==> config.mk <==
export PLATFORM = sky130hd
export DESIGN_NAME = apb_opb_bridge
export DESIGN_NICKNAME = d
export VERILOG_FILES = /design/src/rtl/abr_pkg.sv /design/src/rtl/abr_master.sv /design/src/rtl/abr_regs.sv /design/src/rtl/apb_opb_bridge.sv
export SDC_FILE = /design/constraint.sdc
export NUM_CORES = 1
export LEC_CHECK = 0
export BUFFER_PORTS_ARGS = -buffer_cell sky130_fd_sc_hd__buf_2
export CAP_MARGIN = 15
export CELL_PAD_IN_SITES_DETAIL_PLACEMENT = 0
export CELL_PAD_IN_SITES_GLOBAL_PLACEMENT = 1
export CORE_MARGIN = 5
export CORE_UTILIZATION = 41
export DETAILED_ROUTE_END_ITERATION = 16
export PLACE_DENSITY = 0.77
export SYNTH_ARGS = -nofsm -noshare
export SYNTH_HDL_FRONTEND = slang
export SYNTH_SLANG_ARGS = --single-unit
==> constraint.sdc <==
create_clock -name clk -period 2.8 [get_ports clk]
set_input_delay 0 -clock clk [delete_from_list [all_inputs] [get_ports clk]]
set_output_delay 0 -clock clk [all_outputs]
set_load 0.01 [all_outputs]
==> src/rtl/abr_pkg.sv <==
package abr_pkg;
  localparam int unsigned NPORT = 2;
  localparam int unsigned DW    = 32;
  localparam int unsigned NEND  = 6;

  localparam int unsigned IX_VERSION   = 'h00;
  localparam int unsigned IX_LAUNCH    = 'h01;
  localparam int unsigned IX_CTRL      = 'h02;
  localparam int unsigned IX_OFFS      = 'h03;
  localparam int unsigned IX_PORT_BASE = 'h04;
  localparam int unsigned IX_PORT_STEP = 'h06;
  localparam int unsigned IX_STATUS    = 'h12;
  localparam int unsigned IX_END_BASE  = 'h13;
  localparam int unsigned IX_RB_BASE   = 'h21;
  localparam int unsigned IX_RB_STEP   = 'h03;
  localparam int unsigned STS_LSB      = 16;

  localparam int unsigned F_EN    = 0;
  localparam int unsigned F_DIR   = 1;
  localparam int unsigned F_WIDTH = 2;
  localparam int unsigned F_ADDR  = 3;
  localparam int unsigned F_WDATA = 4;

  localparam logic [DW-1:0] VERSION_VAL = 32'h0000_00A1;

  typedef enum logic [1:0] {
    SZ_BYTE = 2'b00,
    SZ_HALF = 2'b01,
    SZ_WORD = 2'b10
  } size_e;

  function automatic logic [9:0] port_ix(input int unsigned p, input int unsigned f);
    return 10'(IX_PORT_BASE + p * IX_PORT_STEP + f);
  endfunction

  function automatic logic [9:0] rb_ix(input int unsigned p);
    return 10'(IX_RB_BASE + p * IX_RB_STEP);
  endfunction

  function automatic logic [9:0] end_ix(input int unsigned k);
    return 10'(IX_END_BASE + k);
  endfunction

  function automatic logic [DW-1:0] end_reset(input int unsigned k);
    case (k)
      0:       return 32'h0044_EEE4;
      1:       return 32'h0055_AAFF;
      2:       return 32'h0011_7717;
      3:       return 32'hFFAA_5500;
      4:       return 32'h0044_EEE4;
      default: return 32'h0011_7717;
    endcase
  endfunction

  function automatic size_e width_code(input logic [1:0] w);
    if (w[1])      return SZ_WORD;
    else if (w[0]) return SZ_HALF;
    else           return SZ_BYTE;
  endfunction

  function automatic logic [DW-1:0] zext(input size_e s, input logic [DW-1:0] d);
    case (s)
      SZ_BYTE: return {24'h0, d[7:0]};
      SZ_HALF: return {16'h0, d[15:0]};
      default: return d;
    endcase
  endfunction
endpackage

==> src/rtl/abr_master.sv <==
module abr_master
  import abr_pkg::*;
#(
  parameter int unsigned TIMEOUT = 1024,
  localparam int unsigned CW = $clog2(TIMEOUT + 1)
) (
  input  logic          clk,
  input  logic          rst_n,
  input  logic          start,
  input  logic [DW-1:0] cfg_addr,
  input  logic          cfg_wr,
  input  logic [1:0]    cfg_size,
  input  logic [DW-1:0] cfg_wdata,
  output logic          busy,
  output logic          done,
  output logic          is_read,
  output logic [DW-1:0] rdata,
  output logic          dn_req,
  output logic [DW-1:0] dn_addr,
  output logic          dn_wr,
  output logic [1:0]    dn_size,
  output logic [DW-1:0] dn_wdata,
  input  logic [DW-1:0] dn_rdata,
  input  logic          dn_ack,
  input  logic          dn_err
);
  typedef enum logic {M_IDLE, M_WAIT} mst_e;

  mst_e          state_q, state_d;
  logic [DW-1:0] addr_q, wdata_q;
  logic          wr_q;
  size_e         size_q;
  logic [CW-1:0] cnt_q, cnt_d;
  logic          load_en, tmo_hit, finish;

  assign load_en = start && (state_q == M_IDLE);
  assign tmo_hit = (cnt_q == CW'(TIMEOUT - 1));
  assign finish  = (state_q == M_WAIT) && (dn_ack || dn_err || tmo_hit);

  always_comb begin
    state_d = state_q;
    cnt_d   = cnt_q;
    case (state_q)
      M_IDLE: begin
        if (start) begin
          state_d = M_WAIT;
          cnt_d   = '0;
        end
      end
      default: begin
        cnt_d = cnt_q + CW'(1);
        if (finish) state_d = M_IDLE;
      end
    endcase
  end

  always_ff @(posedge clk or negedge rst_n) begin
    if (!rst_n) begin
      state_q <= M_IDLE;
      cnt_q   <= '0;
    end else begin
      state_q <= state_d;
      cnt_q   <= cnt_d;
    end
  end

  always_ff @(posedge clk or negedge rst_n) begin
    if (!rst_n) begin
      addr_q  <= '0;
      wdata_q <= '0;
      wr_q    <= 1'b0;
      size_q  <= SZ_BYTE;
    end else if (load_en) begin
      addr_q  <= cfg_addr;
      wdata_q <= cfg_wdata;
      wr_q    <= cfg_wr;
      size_q  <= size_e'(cfg_size);
    end
  end

  assign busy     = (state_q == M_WAIT);
  assign done     = busy && dn_ack && !dn_err;
  assign is_read  = !wr_q;
  assign rdata    = zext(size_q, dn_rdata);
  assign dn_req   = busy;
  assign dn_addr  = addr_q;
  assign dn_wr    = wr_q;
  assign dn_size  = size_q;
  assign dn_wdata = wdata_q;
endmodule

==> src/rtl/abr_regs.sv <==
module abr_regs
  import abr_pkg::*;
(
  input  logic                       clk,
  input  logic                       rst_n,
  input  logic                       psel,
  input  logic                       penable,
  input  logic                       pwrite,
  input  logic [11:0]                paddr,
  input  logic [DW-1:0]              pwdata,
  output logic [DW-1:0]              prdata,
  output logic                       pslverr,
  input  logic                       busy,
  input  logic [NPORT-1:0]           m_done,
  input  logic [NPORT-1:0]           m_read,
  input  logic [NPORT-1:0][DW-1:0]   m_rdata,
  output logic [NPORT-1:0]           start,
  output logic [NPORT-1:0][DW-1:0]   c_addr,
  output logic [NPORT-1:0]           c_wr,
  output logic [NPORT-1:0][1:0]      c_size,
  output logic [NPORT-1:0][DW-1:0]   c_wdata,
  output logic                       irq
);
  logic                      acc, aligned, wr_en, rd_en;
  logic [9:0]                idx;
  logic [DW-1:0]             ctrl_q, offs_q;
  logic [NPORT-1:0]          en_q, dir_q;
  logic [NPORT-1:0][DW-1:0]  width_q, addr_q, wdat_q, rb_q;
  logic [NEND-1:0][DW-1:0]   end_q;
  logic [NPORT-1:0]          sts_q, sts_d;
  logic [NPORT-1:0]          we_en, we_dir, we_width, we_addr, we_wdat, rb_en, width_ok;
  logic [NEND-1:0]           we_end;
  logic                      we_ctrl, we_offs, we_sts, we_launch, launch_ok;

  assign acc     = psel && penable;
  assign aligned = (paddr[1:0] == 2'b00);
  assign wr_en   = acc && pwrite && aligned;
  assign rd_en   = acc && !pwrite && aligned;
  assign idx     = paddr[11:2];
  assign pslverr = acc && !aligned;

  always_comb begin
    we_ctrl   = wr_en && (idx == 10'(IX_CTRL));
    we_offs   = wr_en && (idx == 10'(IX_OFFS));
    we_sts    = wr_en && (idx == 10'(IX_STATUS));
    we_launch = wr_en && (idx == 10'(IX_LAUNCH)) && pwdata[0];
    for (int p = 0; p < NPORT; p++) begin
      we_en[p]    = wr_en && (idx == port_ix(p, F_EN));
      we_dir[p]   = wr_en && (idx == port_ix(p, F_DIR));
      we_width[p] = wr_en && (idx == port_ix(p, F_WIDTH));
      we_addr[p]  = wr_en && (idx == port_ix(p, F_ADDR));
      we_wdat[p]  = wr_en && (idx == port_ix(p, F_WDATA));
      rb_en[p]    = m_done[p] && m_read[p];
      width_ok[p] = (width_q[p][DW-1:2] == '0);
    end
    for (int k = 0; k < NEND; k++) we_end[k] = wr_en && (idx == end_ix(k));
  end

  assign launch_ok = we_launch && !busy && $onehot(en_q);

  always_comb begin
    for (int p = 0; p < NPORT; p++) begin
      start[p]   = launch_ok && en_q[p] && width_ok[p];
      c_addr[p]  = addr_q[p];
      c_wr[p]    = !dir_q[p];
      c_size[p]  = width_code(width_q[p][1:0]);
      c_wdata[p] = wdat_q[p];
      sts_d[p]   = m_done[p] || (sts_q[p] && !(we_sts && pwdata[STS_LSB + p]));
    end
  end

  always_ff @(posedge clk or negedge rst_n) begin
    if (!rst_n) begin
      ctrl_q  <= '0;
      offs_q  <= '0;
      en_q    <= '0;
      dir_q   <= '0;
      width_q <= '0;
      addr_q  <= '0;
      wdat_q  <= '0;
      rb_q    <= '0;
      sts_q   <= '0;
      for (int k = 0; k < NEND; k++) end_q[k] <= end_reset(k);
    end else begin
      if (we_ctrl) ctrl_q <= pwdata;
      if (we_offs) offs_q <= pwdata;
      for (int p = 0; p < NPORT; p++) begin
        if (we_en[p])    en_q[p]    <= pwdata[0];
        if (we_dir[p])   dir_q[p]   <= pwdata[0];
        if (we_width[p]) width_q[p] <= pwdata;
        if (we_addr[p])  addr_q[p]  <= pwdata;
        if (we_wdat[p])  wdat_q[p]  <= pwdata;
        if (rb_en[p])    rb_q[p]    <= m_rdata[p];
      end
      for (int k = 0; k < NEND; k++) begin
        if (we_end[k]) end_q[k] <= pwdata;
      end
      sts_q <= sts_d;
    end
  end

  always_comb begin
    prdata = '0;
    if (rd_en) begin
      if (idx == 10'(IX_VERSION)) prdata = VERSION_VAL;
      if (idx == 10'(IX_LAUNCH))  prdata = {{(DW-1){1'b0}}, busy};
      if (idx == 10'(IX_CTRL))    prdata = ctrl_q;
      if (idx == 10'(IX_OFFS))    prdata = offs_q;
      if (idx == 10'(IX_STATUS))  prdata[STS_LSB +: NPORT] = sts_q;
      for (int p = 0; p < NPORT; p++) begin
        if (idx == port_ix(p, F_EN))    prdata = {{(DW-1){1'b0}}, en_q[p]};
        if (idx == port_ix(p, F_DIR))   prdata = {{(DW-1){1'b0}}, dir_q[p]};
        if (idx == port_ix(p, F_WIDTH)) prdata = width_q[p];
        if (idx == port_ix(p, F_ADDR))  prdata = addr_q[p];
        if (idx == port_ix(p, F_WDATA)) prdata = wdat_q[p];
        if (idx == rb_ix(p))            prdata = rb_q[p];
      end
      for (int k = 0; k < NEND; k++) begin
        if (idx == end_ix(k)) prdata = end_q[k];
      end
    end
  end

  assign irq = |sts_q;
endmodule

==> src/rtl/apb_opb_bridge.sv <==
module apb_opb_bridge
  import abr_pkg::*;
#(
  parameter int unsigned TIMEOUT = 1024
) (
  input  logic                 clk,
  input  logic                 rst_n,
  input  logic                 psel,
  input  logic                 penable,
  input  logic                 pwrite,
  input  logic [11:0]          paddr,
  input  logic [31:0]          pwdata,
  output logic [31:0]          prdata,
  output logic                 pready,
  output logic                 pslverr,
  output logic                 irq,
  output logic [1:0]           dn_req,
  output logic [1:0][31:0]     dn_addr,
  output logic [1:0]           dn_wr,
  output logic [1:0][1:0]      dn_size,
  output logic [1:0][31:0]     dn_wdata,
  input  logic [1:0][31:0]     dn_rdata,
  input  logic [1:0]           dn_ack,
  input  logic [1:0]           dn_err
);
  logic [NPORT-1:0]          m_busy, m_done, m_read, start, c_wr;
  logic [NPORT-1:0][DW-1:0]  m_rdata, c_addr, c_wdata;
  logic [NPORT-1:0][1:0]     c_size;

  assign pready = 1'b1;

  abr_regs u_regs (
    .clk     (clk),
    .rst_n   (rst_n),
    .psel    (psel),
    .penable (penable),
    .pwrite  (pwrite),
    .paddr   (paddr),
    .pwdata  (pwdata),
    .prdata  (prdata),
    .pslverr (pslverr),
    .busy    (|m_busy),
    .m_done  (m_done),
    .m_read  (m_read),
    .m_rdata (m_rdata),
    .start   (start),
    .c_addr  (c_addr),
    .c_wr    (c_wr),
    .c_size  (c_size),
    .c_wdata (c_wdata),
    .irq     (irq)
  );

  for (genvar p = 0; p < NPORT; p++) begin : g_port
    abr_master #(.TIMEOUT(TIMEOUT)) u_mst (
      .clk       (clk),
      .rst_n     (rst_n),
      .start     (start[p]),
      .cfg_addr  (c_addr[p]),
      .cfg_wr    (c_wr[p]),
      .cfg_size  (c_size[p]),
      .cfg_wdata (c_wdata[p]),
      .busy      (m_busy[p]),
      .done      (m_done[p]),
      .is_read   (m_read[p]),
      .rdata     (m_rdata[p]),
      .dn_req    (dn_req[p]),
      .dn_addr   (dn_addr[p]),
      .dn_wr     (dn_wr[p]),
      .dn_size   (dn_size[p]),
      .dn_wdata  (dn_wdata[p]),
      .dn_rdata  (dn_rdata[p]),
      .dn_ack    (dn_ack[p]),
      .dn_err    (dn_err[p])
    );
  end
endmodule

== Word-level counts from Yosys, hierarchy flattened ==
Index checks and enable logic that the tools add are counted.
Storage, ports and cells
  bits of input ports: 117
  register bits: 676
  output and inout bits: 171
  logic and storage cells: 179
Operators by class
  bitwise logic cells: 2
  reductions and logical operators: 74
  multiplexer cells: 40
  eq/ne operators: 27
  add/subtract/negate cells: 3
Operators with widths (number)
  2-to-1 mux 32 bit: 21
  one-hot mux 32 bit (2 select lines): 2
  equality test 10 x 5 -> 1 bit, second input constant: 7
  equality test 10 x 4 -> 1 bit, second input constant: 6
  logical NOT 30 bit: 2
  logical AND 1 bit: 47
  2-to-1 mux 11 bit: 4
  equality test 10 x 3 -> 1 bit, second input constant: 4
  adder 11 x 1 -> 11 bit, second input constant: 2
  equality test 11 x 10 -> 1 bit, second input constant: 2
  equality test 10 x 2 -> 1 bit, second input constant: 2
  equality test 10 x 6 -> 1 bit, second input constant: 2
  2-to-1 mux 8 bit: 2
  logical NOT 1 bit: 11
  equality test 10 x 1 -> 1 bit, second input constant: 1
  logical NOT 10 bit: 1
  2-to-1 mux 1 bit: 8
  equality test 2 x 1 -> 1 bit, second input constant: 3
  logical NOT 2 bit: 3
  logical OR 1 bit: 6
  2-to-1 mux 2 bit: 3
  nonzero test 2 bit: 2
  OR reduction 2 bit: 2
  adder 1 x 1 -> 2 bit: 1
  NOT 1 bit: 2

== Longest topological paths before layout ==
Gate-level depths: netlist of run 1.
  depth in word-level cells: 25
  gate-level depth with buffers: 10
  mapped depth without buffers: 6

== By module ==
A second synthesis of run 1 with hierarchy kept.
Unflattened totals
  cell total of the unflattened synthesis: 2854
  area, all modules: 31794.2 um^2
Modules (own cells, without submodules)
  abr_regs: cells an instance 2075, sequential area each 13062.5 um^2, area an instance 24967.7 um^2, instances 1
  abr_master: cells an instance 388, sequential area each 1976.9 um^2, area an instance 3404.5 um^2, instances 2
  apb_opb_bridge: cells an instance 3, sequential area each 0.0 um^2, area an instance 17.5 um^2, instances 1

== Worst setup path after synthesis of run 1 ==
OpenSTA, ideal clock, no wires.
  path type: input port to flip-flop
  start point: input port paddr[8]
  end point: register g_port[0].u_mst.addr_q[0]
  required time: 2.675 ns
  path buffers: 2
  library setup time: 0.125 ns
  stages on the path: 7
  arrival: 2.151 ns
  slack: 0.524 ns
  cells stage by stage: clkbuf_1 > nor4_2 > nand4_2 > or4_4 > nor3_4 > buf_4 > mux2_2
Between the ends
  cells in the longest elaborated chain, start to end: 8
Ends and longest elaborated chain
  start: declaration: RTL line apb_opb_bridge.sv:11  | input logic [11:0] paddr,
  equality test 10 x 1 -> 1 bit: RTL line abr_regs.sv:46  | we_launch = wr_en && (idx == 10'(IX_LAUNCH)) && pwdata[0];
  logical AND 1 bit (2 in series): RTL line abr_regs.sv:46
  logical AND 1 bit (2 in series): RTL line abr_regs.sv:59  | assign launch_ok = we_launch && !busy && $onehot(en_q);
  logical AND 1 bit (2 in series): RTL line abr_regs.sv:63  | start[p] = launch_ok && en_q[p] && width_ok[p];
  logical AND 1 bit: RTL line abr_master.sv:36  | assign load_en = start && (state_q == M_IDLE);
  end signal: assignment: RTL line abr_master.sv:74  | addr_q <= cfg_addr;
  end: declaration: RTL line abr_master.sv:30  | logic [DW-1:0] addr_q, wdata_q;
No other way between the ends.
A chain may end at the register's enable or synchronous reset.

== Worst setup path after layout of run 1 ==
  start point: input port paddr[3]
  end point: output port prdata[26]
Between the ends
  cells in the longest elaborated chain, start to end: 22
  elaborated cells on any way between the ends: 41
  those cells by class: 20 x eq/ne; 21 x mux
Ends and longest elaborated chain
  equality test 10 x 2 -> 1 bit: RTL line abr_regs.sv:107  | if (idx == 10'(IX_CTRL)) prdata = ctrl_q;
  2-to-1 mux 32 bit: RTL line abr_regs.sv:107
  2-to-1 mux 32 bit: RTL line abr_regs.sv:108  | if (idx == 10'(IX_OFFS)) prdata = offs_q;
  2-to-1 mux 32 bit: RTL line abr_regs.sv:111  | if (idx == port_ix(p, F_EN)) prdata = {{(DW-1){1'b0}}, en_q[p]};
  2-to-1 mux 32 bit: RTL line abr_regs.sv:112  | if (idx == port_ix(p, F_DIR)) prdata = {{(DW-1){1'b0}}, dir_q[p]};
  2-to-1 mux 32 bit: RTL line abr_regs.sv:113  | if (idx == port_ix(p, F_WIDTH)) prdata = width_q[p];
  2-to-1 mux 32 bit: RTL line abr_regs.sv:114  | if (idx == port_ix(p, F_ADDR)) prdata = addr_q[p];
  2-to-1 mux 32 bit: RTL line abr_regs.sv:115  | if (idx == port_ix(p, F_WDATA)) prdata = wdat_q[p];
  [2 not listed]
  2-to-1 mux 32 bit: RTL line abr_regs.sv:112
  2-to-1 mux 32 bit: RTL line abr_regs.sv:113
  2-to-1 mux 32 bit: RTL line abr_regs.sv:114
  2-to-1 mux 32 bit: RTL line abr_regs.sv:115
  2-to-1 mux 32 bit: RTL line abr_regs.sv:116  | if (idx == rb_ix(p)) prdata = rb_q[p];
  2-to-1 mux 32 bit (5 in series): RTL line abr_regs.sv:119  | if (idx == end_ix(k)) prdata = end_q[k];
  2-to-1 mux 32 bit *: RTL line abr_regs.sv:119
  2-to-1 mux 32 bit *: RTL line abr_regs.sv:104  | if (rd_en) begin
  end: declaration: RTL line apb_opb_bridge.sv:13  | output logic [31:0] prdata,
Every way passes the cells marked *; elsewhere a longest branch is shown, timed or not.

==> results.py, run 1 <==
metrics = {
    "outcome": {
        "status": "complete, no violations",
    },
    "power": {
        "p_leak_nw": 18.09,
        "powerDensity_nw_per_um2": 553.6,
        "power.total_w": 0.02134,
        "max-vdd-ir-drop_mv": 0.3984,
    },
    "synth": {
        "netlist_instances": 2580,
        "synth.distinct_cells": 73,
        "avgSynthCellArea_um2": 12.03,
        "yosysWarnings": 0,
        "synthArstFlopShare_pct": 100.0,
        "synth-edff-count": 0,
        "synth_area_um2": 31050,
        "synth-seq-cells": 676,
        "synth_flop_cell": "dfrtp_1",
        "seq_area_frac_synth_pct": 54.81,
        "synth_fp_nets": 2699,
    },
    "clock_tree": {
        "clock-sinks": 676,
        "cts_tree": "built",
        "clock_latency_ps": 640,
        "htree_num_levels": 3,
        "clk_pin_slew_worst_paths_ps": 60,
        "cts_buffers": 76,
        "cts_root_buf": "clkbuf_16",
        "cts_buffer_depth": 3,
    },
    "floorplanning": {
        "die_h_um": 285.2,
        "die_w_um": 285.2,
        "pin_count": 288,
        "num_rows": 101,
        "die_area_um2": 81330,
        "core_area_um2": 75570,
        "start_util_pct": 41.08,
    },
    "setup_path": {
        "critical_path_class": "in2out",
        "max_stage_delay_ps": 520,
        "path_cells": "buf_2 > buf_4 > nand2b_1 > buf_4 > o22ai_1 > a21oi_1 > o221ai_1 > a31oi_1 > o221a_2 > buf_2",
        "worstPathRequired_ps": 2800,
        "cp-start-kind": "primary input",
        "slowest_stage": "a21oi_1",
        "ff2ff_path_depth": 7,
        "crit_buf_inv": 4,
        "r2r_slack_ps": 360,
        "arrival_ps": 2790,
        "endpoint_kind": "output port",
        "worstReg2RegStart": "g_port[0].u_mst.busy$_DFF_PN0_",
        "timing.rr.end": "g_port[0].u_mst.dn_wdata[23]$_DFFE_PN0P_",
        "crit_start": "paddr[3]",
        "critPathTopFamily": "compound AO/OA/AOI/OAI gates",
        "endpoint": "prdata[26]",
        "cp_max_fo": 14,
        "worst-path-stages": 10,
    },
    "sta": {
        "maxSlewViolCount": 0,
        "period_share_pct": 99.72,
        "finalCriticalPeriod_ps": 2792,
        "slew_headroom_pct": 35.70,
        "setup_viol": 0,
        "rsz0062_at_grt": "false",
        "tightest_slew_ps": 940.2,
        "skew_ps": 24.43,
        "max_freq_ghz": 0.3582,
        "hold_viol_final": 0,
        "holdWs_ps": 55.02,
    },
    "placed_design": {
        "dp_hpwl_um": 80980,
        "place_inst": 3817,
        "io_buffers": 286,
        "gp_congestion": 0.9316,
    },
    "run": {
        "cap_viol_max_count": 0,
    },
    "global_route": {
        "antenna_found_initial": 9,
        "track_usage_pct": 27.66,
        "first_global_vias": 25040,
        "grt_pass1_wl_um": 169700,
        "grt-ovfl-total": 0,
        "grt_max_degree": 126,
    },
    "detailed_routing": {
        "first_pass_iters": 5,
        "remaining_drc_errors": 0,
        "wire_per_inst_um": 28.41,
        "vias": 24320,
        "drt_iter0_markers": 2205,
        "ant_nets": 0,
        "wl_um": 115600,
        "vias_per_cell": 5.976,
    },
    "layout": {
        "finalNetCount": 3144,
        "area_growth_pct": 24.15,
        "final_cells": 4070,
        "fillCellCount": 6611,
        "drive_gt1_share_pct": 43.20,
    },
    "hold_path": {
        "hold_path_class": "in2async",
    },
}
==> area by class of cell <==
cell class	count	area [um^2]	area share, %
Multi-Input combinational cell	1678	13180	34.18
Clock inverter	33	460.4	1.195
Antenna cell	4	10.01	0.02597
Inverter	14	52.55	0.1363
Tap cell	978	1224	3.175
Sequential cell	676	17020	44.15
Timing Repair Buffer	579	4424	11.48
Clock buffer	108	2182	5.661
==> routing by layer <==
metal | vias to the layer above | wire length (um) | global-route usage (%)
met5 | - | 74 | 0
met3 | 232 | 10230 | 6.795
li1 | 10380 | - | -
met2 | 1100 | 51440 | 41.82
met4 | 10 | 3701 | 9.023
met1 | 12600 | 50190 | 39.33
==> synth_stat cells, types with 17 or more instances <==
master | count | area [um^2]
dfrtp_1 | 596 | 14910
a22o_1 | 17 | 148.9
o21ai_0 | 187 | 935.9
nor2_1 | 104 | 390.4
a21oi_1 | 107 | 535.5
nand3_1 | 28 | 140.1
nor4_1 | 21 | 131.4
nand2_1 | 196 | 735.7
o22ai_1 | 45 | 281.5
mux2_2 | 594 | 6689
nor3_1 | 18 | 90.09
buf_2 | 50 | 250.2
dfstp_2 | 80 | 2102
buf_4 | 19 | 142.6
a22oi_1 | 80 | 600.6
clkbuf_1 | 134 | 503.0
==> worst min path at each step <==
stage | startpoint | endpoint | slack (ps) | cells after the start
6_report | rst_n | u_regs.end_q[130]$_DFFE_PN1P_ | 60 | 2
5_1_grt | rst_n | u_regs.end_q[130]$_DFFE_PN1P_ | 60 | 2
4_1_cts | rst_n | u_regs.end_q[130]$_DFFE_PN1P_ | 30 | 2
3_5_place_dp | rst_n | g_port[1].u_mst.dn_wdata[20]$_DFFE_PN0P_ | -10 | 1
3_3_place_gp | rst_n | u_regs.rb_q[18]$_DFFE_PN0P_ | -20 | 1
2_1_floorplan | rst_n | g_port[0].u_mst.busy$_DFF_PN0_ | -300 | 0
==> stage by stage <==
step | setup WS (ps) | setup TNS (ps) | area (um^2) | util [%]
5_1_grt | 12.39 | 0 | 38540 | 51.00
3_3_place_gp | 20.91 | 0 | 34780 | 46.02
4_1_cts | 35.50 | 0 | 38510 | 50.96
3_5_place_dp | -3.379 | -3.379 | 34780 | 46.02
6_report | 7.937 | 0 | 38540 | 51.01
2_1_floorplan | 523.9 | 0 | 31050 | -
==> kinds of logic after synthesis <==
kind of cell             count (synthesis)  synth area share [%]
AND/OR/NAND/NOR                        472                 7.476
other                                    1               0.01208
buffers and inverters                  226                 3.164
XOR/XNOR                                 5                0.1410
multiplexers                           608                 22.02
adder cells (fa/ha/maj)                  2               0.08059
flip-flops                             676                 54.81
AO/OA/AOI/OAI                          590                 12.30
==> where the power goes <==
part	total, W	leakage (nW)	internal [W]	switching (W)
combinational	0.000946	7.76	0.000294	0.000653
sequential	0.00979	9.02	0.00979	0.00000691
clock	0.0106	1.31	0.00632	0.00428
total	0.0213	18.1	0.0164	0.00494
==> sequential cells by signal, indices dropped and copies added, names as in the netlist, 4 cells and up <==
register / cells
u_regs.rb_q: 64
g_port.u_mst.dn_addr: 64
u_regs.c_addr: 64
g_port.u_mst.dn_wdata: 64
u_regs.width_q: 64
u_regs.end_q: 192
g_port.u_mst.dn_size: 4
u_regs.c_wdata: 64
u_regs.ctrl_q: 32
u_regs.offs_q: 32
g_port.u_mst.cnt_q: 22
==> placed cells by master, fill, tap and decap left out, types with 17 or more instances in the layout <==
cell type / instances
buf_2: 285
a22oi_1: 80
dlygate4sd3_1: 105
dfrtp_1: 596
nand3_1: 28
clkbuf_16: 76
o21ai_0: 186
o22ai_1: 45
nand2_1: 196
a22o_1: 17
a21oi_1: 107
buf_4: 147
nor2_1: 90
buf_12: 40
dfstp_2: 80
mux2_2: 594
nor4_1: 20
==> timing repair <==
action                     4_1_cts  5_1_grt
hold buffers                   106        0
setup endpoints to repair        3        4
hold endpoints to repair      1008        0
setup buffers                    0        2
cloned                           0        0
resized for setup                3        2
pin swaps                        0        1
Power figures use the tool's default switching activity.
==> inputs of run 2 (changes only) <==
==> constraint.sdc (replaced) <==
create_clock -name clk -period 3 [get_ports clk]
set_input_delay 0 -clock clk [delete_from_list [all_inputs] [get_ports clk]]
set_output_delay 0 -clock clk [all_outputs]
set_load 0.01 [all_outputs]
==> run 2 against run 1 <==
  * Sequential share of layout area increased by 0.29 points
  * Flip-flop and latch count unchanged
  * Total power decreased by 8.1%
  * Cell area decreased by 0.65%
  * Via count decreased by 0.20%
  * Register-to-register slack improved by 200 ps
  * Die area unchanged
  * Combinational power decreased by 8.1%
  * Clock power decreased by 9%
  * Global-route usage decreased by 0.39 points
==> results.py, run 2 (synthesized netlist as in run 1, its figures left out) <==
metrics = {
    "global_route": {
        "track_usage_pct": 27.27,
        "grt_pass1_wl_um": 167800,
        "antenna_found_initial": 12,
        "grt-ovfl-total": 0,
        "grt_max_degree": 93,
        "first_global_vias": 24930,
    },
    "layout": {
        "area_growth_pct": 23.35,
        "largest_reg_flops": 192,
        "largest-register": "u_regs.end_q",
        "finalNetCount": 3143,
        "mostFrequentLayoutCell": "dfrtp_1",
        "fillCellCount": 6581,
        "drive_gt1_share_pct": 43.24,
        "final_cell_mix": "dfrtp_1 (596), mux2_2 (594), buf_2 (285), nand2_1 (196), o21ai_0 (186)",
    },
    "floorplanning": {
        "die_area_um2": 81330,
        "core_area_um2": 75570,
        "die_w_um": 285.2,
        "num_rows": 101,
        "pin_count": 288,
        "start_util_pct": 41.08,
        "die_h_um": 285.2,
    },
    "setup_path": {
        "path_cells": "buf_2 > buf_4 > nor4_4 > buf_4 > o21ai_1 > buf_4 > a211oi_1 > a2111oi_0 > buf_4 > o21a_1 > o22ai_1 > buf_2",
        "arrival_ps": 2740,
        "cp-start-kind": "primary input",
        "critPathTopFamily": "buffers and inverters",
        "worstReg2RegStart": "g_port[0].u_mst.busy$_DFF_PN0_",
        "crit_top_cell": "buf_4",
        "critical_path_class": "in2out",
        "cp_max_fo": 21,
        "r2r_slack_ps": 560,
        "worstPathRequired_ps": 3000,
        "worst-path-stages": 12,
        "max_stage_delay_ps": 380,
        "crit_buf_inv": 6,
        "slowest_stage": "a211oi_1",
        "endpoint_kind": "output port",
        "crit_start": "paddr[7]",
        "ff2ff_path_depth": 7,
    },
    "sta": {
        "final.setup.worst_slack_ps": 263.6,
        "slew_headroom_pct": 39.39,
        "skew_ps": 23.53,
        "period_share_pct": 91.21,
        "hold_viol_final": 0,
        "max_freq_ghz": 0.3654,
        "setup_tns_ps": 0,
        "maxSlewViolCount": 0,
        "finalCriticalPeriod_ps": 2736,
        "setup_viol": 0,
        "tightest_slew_ps": 909.1,
        "rsz0062_at_grt": "false",
    },
    "clock_tree": {
        "cts_root_buf": "clkbuf_16",
        "cts_buffers": 75,
        "clock-sinks": 676,
        "htree_num_levels": 3,
        "post_cts_buffers": 0,
        "cts_tree": "built",
        "cts_buffer_depth": 3,
        "clock_latency_ps": 620,
        "clk_pin_slew_worst_paths_ps": 60,
    },
    "detailed_routing": {
        "wire_per_inst_um": 27.93,
        "wl_um": 113600,
        "vias": 24280,
        "first_pass_iters": 6,
        "remaining_drc_errors": 0,
        "drt_iter0_markers": 2342,
        "ant_nets": 0,
        "vias_per_cell": 5.968,
    },
    "outcome": {
        "status": "complete, no violations",
    },
    "power": {
        "max-vdd-ir-drop_mv": 0.3497,
        "powerDensity_nw_per_um2": 512.2,
        "p_leak_nw": 18.00,
    },
    "placed_design": {
        "gp_congestion": 0.9289,
        "place_ws_ps": 174.2,
        "io_buffers": 286,
        "dp_hpwl_um": 80580,
    },
    "run": {
        "cap_viol_max_count": 0,
    },
    "hold_path": {
        "hold_path_class": "in2async",
    },
}
run 2: cell count changes in the layout (fill, tap and decap cells not counted), sizes merged:
cell,previous run,this run
clkinv,17,16
clkinvlp,1,8
diode,4,5
bufinv,9,7
clkbuf,108,104
inv,20,17
run 2: timing repair:
| action | 4_1_cts | 5_1_grt |
|---|---|---|
| setup endpoints to repair | 0 | 1 |
| hold endpoints to repair | 591 | 0 |
| hold buffers | 105 | 0 |
| resized for setup | 0 | 1 |
run 2: worst paths after layout:
kind                                                           end
max                                                     prdata[15]
min                        g_port[1].u_mst.dn_addr[18]$_DFFE_PN0P_
max reg2reg                 g_port[1].u_mst.dn_addr[6]$_DFFE_PN0P_
min reg2reg                            u_regs.rb_q[25]$_DFFE_PN0P_
max in group asynchronous            u_regs.end_q[160]$_DFFE_PN1P_
min in group clk                       u_regs.dir_q[1]$_DFFE_PN0P_
run 2: power breakdown:
| group | total, W | switching (W) | leakage [nW] | internal, W |
|---|---|---|---|---|
| Combinational | 0.000869 | 0.000599 | 7.73 | 0.000270 |
| Clock | 0.00961 | 0.00390 | 1.25 | 0.00571 |
| Sequential | 0.00914 | 0.00000658 | 9.02 | 0.00913 |
run 2: cell type report:
class,count,area [um^2],area share (%)
Clock buffer,104,2178,5.688
Clock inverter,34,399.1,1.042
Multi-Input combinational cell,1678,13160,34.36
Timing Repair Buffer,579,4254,11.11
Antenna cell,5,12.51,0.03267
Tap cell,978,1224,3.195
Inverter,14,52.55,0.1372
Sequential cell,676,17020,44.43
run 2: through the flow:
step / hold slack (ps) / util [%] / area, um^2 / cells / power (W)
final: 71.95 / 50.68 / 38300 / 4068 / 0.01962
after floorplan: -295.6 / - / 31050 / 2580 / 0.009512
after global routing: 168.7 / 50.66 / 38280 / 4063 / 0.02022
after CTS: 95.62 / 50.66 / 38280 / 4063 / 0.01976
after global placement: 123.1 / 45.85 / 34650 / 3820 / 0.01004
after detailed placement: 133.8 / 45.85 / 34650 / 3820 / 0.01005
run 2: worst register-to-register path: cells and delay by family (launching register included):
| family | cells | cell delay [ps] |
|---|---|---|
| muxes | 1 | 420 |
| DFF | 1 | 370 |
| and+or+nand+nor | 4 | 940 |
| buffers and inverters | 2 | 570 |
run 2: metal layers:
| layer | track usage [%] | part of all wire, % | wire [um] |
|---|---|---|---|
| met5 | 0 | 0.069 | 78 |
| met4 | 8.573 | 3.2 | 3613 |
| met3 | 6.627 | 9.0 | 10260 |
| met2 | 41.54 | 45 | 50920 |
| met1 | 38.72 | 43 | 48730 |
